===== src/rtl/desc_arb_pkg.sv =====
package desc_arb_pkg;
  typedef enum logic {
    ARB_IDLE = 1'b0,
    ARB_WAIT = 1'b1
  } arb_state_e;
endpackage


===== src/rtl/pend_cnt.sv =====
module pend_cnt #(
  parameter int CNT_W = 4
) (
  input  logic             clk,
  input  logic             rst_n,
  input  logic             inc,
  input  logic             dec,
  output logic             nonempty,
  output logic [CNT_W-1:0] cnt
);
  localparam logic [CNT_W-1:0] CNT_MAX = {CNT_W{1'b1}};

  logic [CNT_W-1:0] cnt_nxt;

  always_comb begin
    cnt_nxt = cnt;
    if (inc && !dec && (cnt != CNT_MAX)) begin
      cnt_nxt = cnt + 1'b1;
    end else if (dec && !inc) begin
      cnt_nxt = cnt - 1'b1;
    end
  end

  always_ff @(posedge clk or negedge rst_n) begin
    if (!rst_n) begin
      cnt <= '0;
    end else begin
      cnt <= cnt_nxt;
    end
  end

  assign nonempty = (cnt != '0);

  // Requirement R2: the counter saturates instead of wrapping to zero.
  assert_no_overflow_R2: assert property (@(posedge clk) disable iff (!rst_n)
    (cnt == CNT_MAX && inc && !dec) |=> (cnt == CNT_MAX));
  // Requirement R2: a grant is never taken from an empty pipe.
  assert_no_underflow_R2: assert property (@(posedge clk) disable iff (!rst_n)
    dec |-> (cnt != '0));
endmodule


===== src/rtl/rr_pick.sv =====
module rr_pick #(
  parameter int N     = 4,
  parameter int IDX_W = 2
) (
  input  logic [N-1:0]     req,
  input  logic [IDX_W-1:0] last,
  output logic             any,
  output logic [IDX_W-1:0] idx
);
  always_comb begin
    any = 1'b0;
    idx = '0;
    for (int k = 1; k <= N; k++) begin
      if (!any && req[(int'(last) + k) % N]) begin
        any = 1'b1;
        idx = IDX_W'((int'(last) + k) % N);
      end
    end
  end
endmodule


===== src/rtl/lock_ctl.sv =====
module lock_ctl #(
  parameter int GRP_W = 2
) (
  input  logic             clk,
  input  logic             rst_n,
  input  logic             upd,
  input  logic             is_cmd,
  input  logic             lk,
  input  logic             ul,
  input  logic [GRP_W-1:0] pipe_grp,
  output logic             held,
  output logic [GRP_W-1:0] grp
);
  logic             held_nxt;
  logic [GRP_W-1:0] grp_nxt;

  always_comb begin
    held_nxt = held;
    grp_nxt  = grp;
    if (upd && is_cmd) begin
      if (lk && !held) begin
        held_nxt = 1'b1;
        grp_nxt  = pipe_grp;
      end
      if (ul && held_nxt) begin
        held_nxt = 1'b0;
        grp_nxt  = '0;
      end
    end
  end

  always_ff @(posedge clk or negedge rst_n) begin
    if (!rst_n) begin
      held <= 1'b0;
      grp  <= '0;
    end else if (upd) begin
      held <= held_nxt;
      grp  <= grp_nxt;
    end
  end

  // Requirement R8: flags on data descriptors leave the lock untouched.
  assert_data_flags_ignored_R8: assert property (@(posedge clk) disable iff (!rst_n)
    (upd && !is_cmd) |=> ($stable(held) && $stable(grp)));
  // Requirement R7: an unlock command always releases the lock.
  assert_unlock_releases_R7: assert property (@(posedge clk) disable iff (!rst_n)
    (upd && is_cmd && ul) |=> !held);
  // Requirement R9: a second lock leaves the owner unchanged.
  assert_relock_noop_R9: assert property (@(posedge clk) disable iff (!rst_n)
    (held && upd && is_cmd && lk && !ul) |=> (held && $stable(grp)));
endmodule


===== src/rtl/desc_fetch_arb.sv =====
module desc_fetch_arb
  import desc_arb_pkg::*;
#(
  parameter int NUM_PIPES = 4,
  parameter int GRP_W     = 2,
  parameter int CNT_W     = 4,
  localparam int IDX_W    = (NUM_PIPES > 1) ? $clog2(NUM_PIPES) : 1
) (
  input  logic                       clk,
  input  logic                       rst_n,
  input  logic [NUM_PIPES-1:0]       evt_inc,
  input  logic [NUM_PIPES*GRP_W-1:0] pipe_grp_cfg,
  output logic                       fetch_req,
  output logic [IDX_W-1:0]           fetch_pipe,
  input  logic                       fetch_gnt,
  input  logic                       desc_vld,
  input  logic                       desc_cmd,
  input  logic                       desc_lock,
  input  logic                       desc_unlock,
  output logic                       lock_held,
  output logic [GRP_W-1:0]           lock_grp
);
  localparam logic [IDX_W-1:0] LAST_INIT = IDX_W'(NUM_PIPES - 1);

  arb_state_e       st, st_nxt;
  logic [IDX_W-1:0] cur_pipe, cur_pipe_nxt;
  logic [IDX_W-1:0] rr_last, rr_last_nxt;

  logic [GRP_W-1:0]     grp_arr [NUM_PIPES];
  logic [NUM_PIPES-1:0] nonempty;
  logic [NUM_PIPES-1:0] eligible;
  logic [NUM_PIPES-1:0] dec_vec;
  logic [CNT_W-1:0]     cnt_arr [NUM_PIPES];
  logic                 any_elig;
  logic                 take;
  logic                 upd;

  genvar gi;
  generate
    for (gi = 0; gi < NUM_PIPES; gi++) begin : g_pipe
      assign grp_arr[gi]  = pipe_grp_cfg[gi*GRP_W +: GRP_W];
      assign eligible[gi] = nonempty[gi] && (!lock_held || (grp_arr[gi] == lock_grp));
      assign dec_vec[gi]  = take && (fetch_pipe == IDX_W'(gi));

      pend_cnt #(.CNT_W(CNT_W)) u_cnt (
        .clk      (clk),
        .rst_n    (rst_n),
        .inc      (evt_inc[gi]),
        .dec      (dec_vec[gi]),
        .nonempty (nonempty[gi]),
        .cnt      (cnt_arr[gi])
      );
    end
  endgenerate

  rr_pick #(.N(NUM_PIPES), .IDX_W(IDX_W)) u_pick (
    .req  (eligible),
    .last (rr_last),
    .any  (any_elig),
    .idx  (fetch_pipe)
  );

  assign fetch_req = (st == ARB_IDLE) && any_elig;
  assign take      = fetch_req && fetch_gnt;
  assign upd       = (st == ARB_WAIT) && desc_vld;

  lock_ctl #(.GRP_W(GRP_W)) u_lock (
    .clk      (clk),
    .rst_n    (rst_n),
    .upd      (upd),
    .is_cmd   (desc_cmd),
    .lk       (desc_lock),
    .ul       (desc_unlock),
    .pipe_grp (grp_arr[cur_pipe]),
    .held     (lock_held),
    .grp      (lock_grp)
  );

  always_comb begin
    st_nxt       = st;
    cur_pipe_nxt = cur_pipe;
    rr_last_nxt  = rr_last;
    unique case (st)
      ARB_IDLE: begin
        if (take) begin
          st_nxt       = ARB_WAIT;
          cur_pipe_nxt = fetch_pipe;
          rr_last_nxt  = fetch_pipe;
        end
      end
      ARB_WAIT: begin
        if (desc_vld) begin
          st_nxt = ARB_IDLE;
        end
      end
      default: st_nxt = ARB_IDLE;
    endcase
  end

  always_ff @(posedge clk or negedge rst_n) begin
    if (!rst_n) begin
      st       <= ARB_IDLE;
      cur_pipe <= '0;
      rr_last  <= LAST_INIT;
    end else begin
      st <= st_nxt;
      if (take) begin
        cur_pipe <= cur_pipe_nxt;
        rr_last  <= rr_last_nxt;
      end
    end
  end

  // Requirement R4: no second offer until the descriptor has returned.
  assert_single_outstanding_R4: assert property (@(posedge clk) disable iff (!rst_n)
    take |=> !fetch_req);
  // Requirement R6: under a lock only the owning group is offered.
  assert_locked_out_R6: assert property (@(posedge clk) disable iff (!rst_n)
    (fetch_req && lock_held) |-> (grp_arr[fetch_pipe] == lock_grp));
  // Requirement R3: at most one pipe is charged per grant.
  assert_one_grant_R3: assert property (@(posedge clk) disable iff (!rst_n)
    $onehot0(dec_vec));
  // Requirement R2: an offered pipe always has work pending.
  assert_offer_pending_R2: assert property (@(posedge clk) disable iff (!rst_n)
    fetch_req |-> (cnt_arr[fetch_pipe] != '0));
endmodule


===== config.mk =====
export PLATFORM = sky130hd
export DESIGN_NAME = desc_fetch_arb
export DESIGN_NICKNAME = d
export VERILOG_FILES = /design/src/rtl/desc_arb_pkg.sv /design/src/rtl/pend_cnt.sv /design/src/rtl/rr_pick.sv /design/src/rtl/lock_ctl.sv /design/src/rtl/desc_fetch_arb.sv
export SDC_FILE = /design/constraint.sdc
export NUM_CORES = 1
export LEC_CHECK = 0
export BUFFER_PORTS_ARGS = -buffer_cell sky130_fd_sc_hd__buf_2
export CORE_UTILIZATION = 55
export CTS_CLUSTER_SIZE = 28
export DETAILED_ROUTE_END_ITERATION = 8
export PLACE_DENSITY_LB_ADDON = 0.12
export SLEW_MARGIN = 20
export SYNTH_ARGS = -nofsm -noshare
export SYNTH_HDL_FRONTEND = slang
export SYNTH_SLANG_ARGS = --single-unit

===== constraint.sdc =====
create_clock -name clk -period 4.6 [get_ports clk]
set_input_delay 0.92 -clock clk [delete_from_list [all_inputs] [get_ports clk]]
set_output_delay 0.92 -clock clk [all_outputs]
set_load 0.05 [all_outputs]

==> flow_metrics.env <==
export IMPL_max_vdd_ir_drop_uv=381
export IMPL_r2r_cells=13
export IMPL_vias=1572
export IMPL_status="completed"
export IMPL_r2r_end="g_pipe[1].u_cnt.cnt[3]"
export IMPL_cts_tree="done"
export IMPL_switchingPower_w=0.000936
export IMPL_leakage_nw=0.975
export IMPL_hold_path_class="reg -> reg"
export IMPL_ys_seq_area_frac=0.308
export IMPL_start_util=0.583
export IMPL_num_nets_final=251
export IMPL_clockPowerShare=0.085
export IMPL_finClkSkew_ns=0.00772
export IMPL_yosys_area_top_type="dfrtp_1"
export IMPL_holdWs_ns=0.527
export IMPL_fmax_mhz=267
export IMPL_cts_resized=0
export IMPL_hold_depth=1
export IMPL_cts_buffers_inserted=3
export IMPL_share_comb_of_total_power=0.651
export IMPL_worst_pin_slew_ns=0.764
export IMPL_syn_nets=223
export IMPL_dieHeight_um=61.7
export IMPL_cts_num_sinks=24
export IMPL_start_kind="register"
export IMPL_worst_slack_ns=0.852
export IMPL_die_w_um=61.7
export IMPL_critPathCaptureType="register"
export IMPL_crit_type="reg -> reg"
export IMPL_instances_no_fill=265
export IMPL_yosys_cell_types_count=51
export IMPL_yosysMostFrequentCell="dfrtp_1"
export IMPL_slew_headroom=0.486
export IMPL_r2r_start="g_pipe[3].u_cnt.cnt[0]"
export IMPL_area_growth_syn_to_layout_pct=11.9
export IMPL_h_tree_depth=1
export IMPL_drc=0
export IMPL_sequentialPowerShare=0.264
export IMPL_routabilityCongestion=0.880
export IMPL_drtIter0Drc=71
export IMPL_final_util=0.652
export IMPL_synth_edff_count=0
export IMPL_dp_cells=261
export IMPL_netlist_instances=192
export IMPL_gr_usage_all_layers=0.246
export IMPL_netlist_top_cells_area="dfrtp_1 (28%), mux2i_1 (5.6%), ha_1 (5.1%)"
export IMPL_timing_max_cap_violations=0
export IMPL_hp_start="g_pipe[3].u_cnt.cnt[3]"
export IMPL_ys_async_sr_fraction=1.00
export IMPL_grt_overflow=0
export IMPL_wirelength_mm=4.21
export IMPL_r2r_setup_slack_ns=0.85
export IMPL_whs_endpoint="g_pipe[3].u_cnt.cnt[3]"
export IMPL_arrival_ns=4.01
export IMPL_synth_top_cell_area_share=0.281
export IMPL_critPathRequiredTime_ns=4.86
export IMPL_clk_path_buf_depth=2
export IMPL_timing_setup_tns_ns=0
export IMPL_grt_max_degree=25
export IMPL_yosys_top_cells_count="dfrtp_1 (22), inv_1 (11), mux2i_1 (11), nand2_1 (11), a21o_1 (10)"
export IMPL_cp_max_fo=6
export IMPL_diodes=0
export IMPL_finalHoldViolCount=0
export IMPL_core_area_um2=3360
export IMPL_yosys_warnings=0
export IMPL_wl_per_cell_um=15.9
export IMPL_post_cts_buffers=0
export IMPL_p_int_w=0.000930
export IMPL_switching_share=0.501
export IMPL_finalSetupViolations=0
export IMPL_clk_latency_ns=0.33
export IMPL_syn_cell_area_um2=1960
export IMPL_ctsHoldBuffers=0
export IMPL_ios=25
export IMPL_layout_drive_gt1_share=0.228
export IMPL_fin_crit_ns=3.75
export IMPL_grt_pass1_vias=1548
export IMPL_ys_flop_type="dfrtp_1"
export IMPL_firstDrtPassIters=5
export IMPL_port_buffers=24
export IMPL_die_area_um2=3810
export IMPL_antenna_found_initial=0
export IMPL_powerDensity_nw_per_um2=851
export IMPL_via_per_inst=5.93
export IMPL_rsz0062_at_grt="no"
export IMPL_period_share=0.815
export IMPL_cts_clk_slew_worst_paths_ns=0.15
export IMPL_cts_root_buf="clkbuf_4"
export IMPL_drtAntennaViolNets=0
export IMPL_grt_pass1_wl_mm=6.82
export IMPL_syn_area_per_cell_um2=10.2
export IMPL_yosys_register_bits=24
export IMPL_row_count=21
export IMPL_drv_slew=0
export IMPL_dp_hpwl_mm=3.28
export IMPL_pre_cts_ws_ns=0.627
-- critical path, stage by stage (launching register included) --
cell and delay (ns):
dfrtp_1 0.49, nor4_1 0.67, nand2b_1 0.21, o31ai_1 0.09, o21ai_2 0.25, inv_2 0.12, a211oi_4 0.35, or2_2 0.21
ha_1 0.22, a21o_1 0.17, a21o_1 0.19, or2_2 0.28, mux2_1 0.30, mux2i_1 0.12
-- state kept, by name, indices dropped and copies added, names as in the netlist --
| name | count |
|---|---|
| u_lock.held | 1 |
| rr_last | 2 |
| st | 1 |
| cur_pipe | 2 |
| u_lock.grp | 2 |
| g_pipe.u_cnt.cnt | 16 |
-- routing by layer --
metal,track usage,routed length [um],part of all wire,vias up
met1,0.297,1860,0.44,757
met2,0.444,2160,0.51,39
met4,0.0889,38,0.0090,0
met3,0.0336,153,0.036,4
met5,0,0,0,-
li1,-,-,-,772
-- cell usage in the layout, fill, tap and decap left out, drive strengths merged, types with 6 or more instances in the layout --
| cell | count |
|---|---|
| a21o | 10 |
| xor2 | 9 |
| o21ai | 12 |
| nor2 | 7 |
| nand3 | 6 |
| inv | 12 |
| a21oi | 6 |
| dfrtp | 22 |
| nand2 | 11 |
| buf | 27 |
| xnor2 | 7 |
| mux2i | 11 |
| mux2 | 6 |
| ha | 8 |
-- how the worst max path moves through the flow --
stage,startpoint,to,slack (ns),cells after the start
floorplan,pipe_grp_cfg[0],g_pipe[1].u_cnt.cnt[3],0.84,13
global placement,pipe_grp_cfg[3],g_pipe[1].u_cnt.cnt[3],0.71,13
detailed placement,pipe_grp_cfg[3],g_pipe[1].u_cnt.cnt[3],0.63,13
CTS,g_pipe[3].u_cnt.cnt[0],g_pipe[1].u_cnt.cnt[3],0.85,13
global route,g_pipe[3].u_cnt.cnt[0],g_pipe[1].u_cnt.cnt[3],0.63,13
finish,g_pipe[3].u_cnt.cnt[0],g_pipe[1].u_cnt.cnt[3],0.85,13
-- cells by family (layout without fill, tap and decap cells) --
logic type / count (synthesis) / in the layout / synth area share
muxes: 19 / 19 / 0.114
and+or+nand+nor: 55 / 55 / 0.171
DFF: 24 / 24 / 0.308
buffers and inverters: 16 / 43 / 0.0326
adders and majority gates: 12 / 12 / 0.0920
AOI/OAI and AO/OA: 50 / 50 / 0.211
xor gates and xnor gates: 16 / 16 / 0.0715
-- final cells by class --
| cell class | count | area (um^2) |
|---|---|---|
| Tap cell | 46 | 57.6 |
| Sequential cell | 24 | 603 |
| Timing Repair Buffer | 27 | 143 |
| Inverter | 12 | 45.0 |
| Fill cell | 301 | 1170 |
| Multi-Input combinational cell | 152 | 1290 |
| Clock buffer | 3 | 22.5 |
| Clock inverter | 1 | 30.0 |
-- per-stage QoR --
| stage | area [um^2] | power, W |
|---|---|---|
| finish | 2190 | 0.00187 |
| global route | 2190 | 0.00203 |
| detailed placement | 2140 | 0.00171 |
| CTS | 2190 | 0.00187 |
| floorplan | 1960 | 0.00145 |
| global placement | 2140 | 0.00163 |
-- power groups by stage --
stage	sequential (W)	combinational (W)	clock, W
floorplan	0.000492	0.000961	0
global placement	0.000486	0.00115	0
detailed placement	0.000497	0.00121	0
CTS	0.000493	0.00122	0.000159
global route	0.000519	0.00135	0.000168
finish	0.000493	0.00121	0.000158
(Power assumes the default switching activity.)
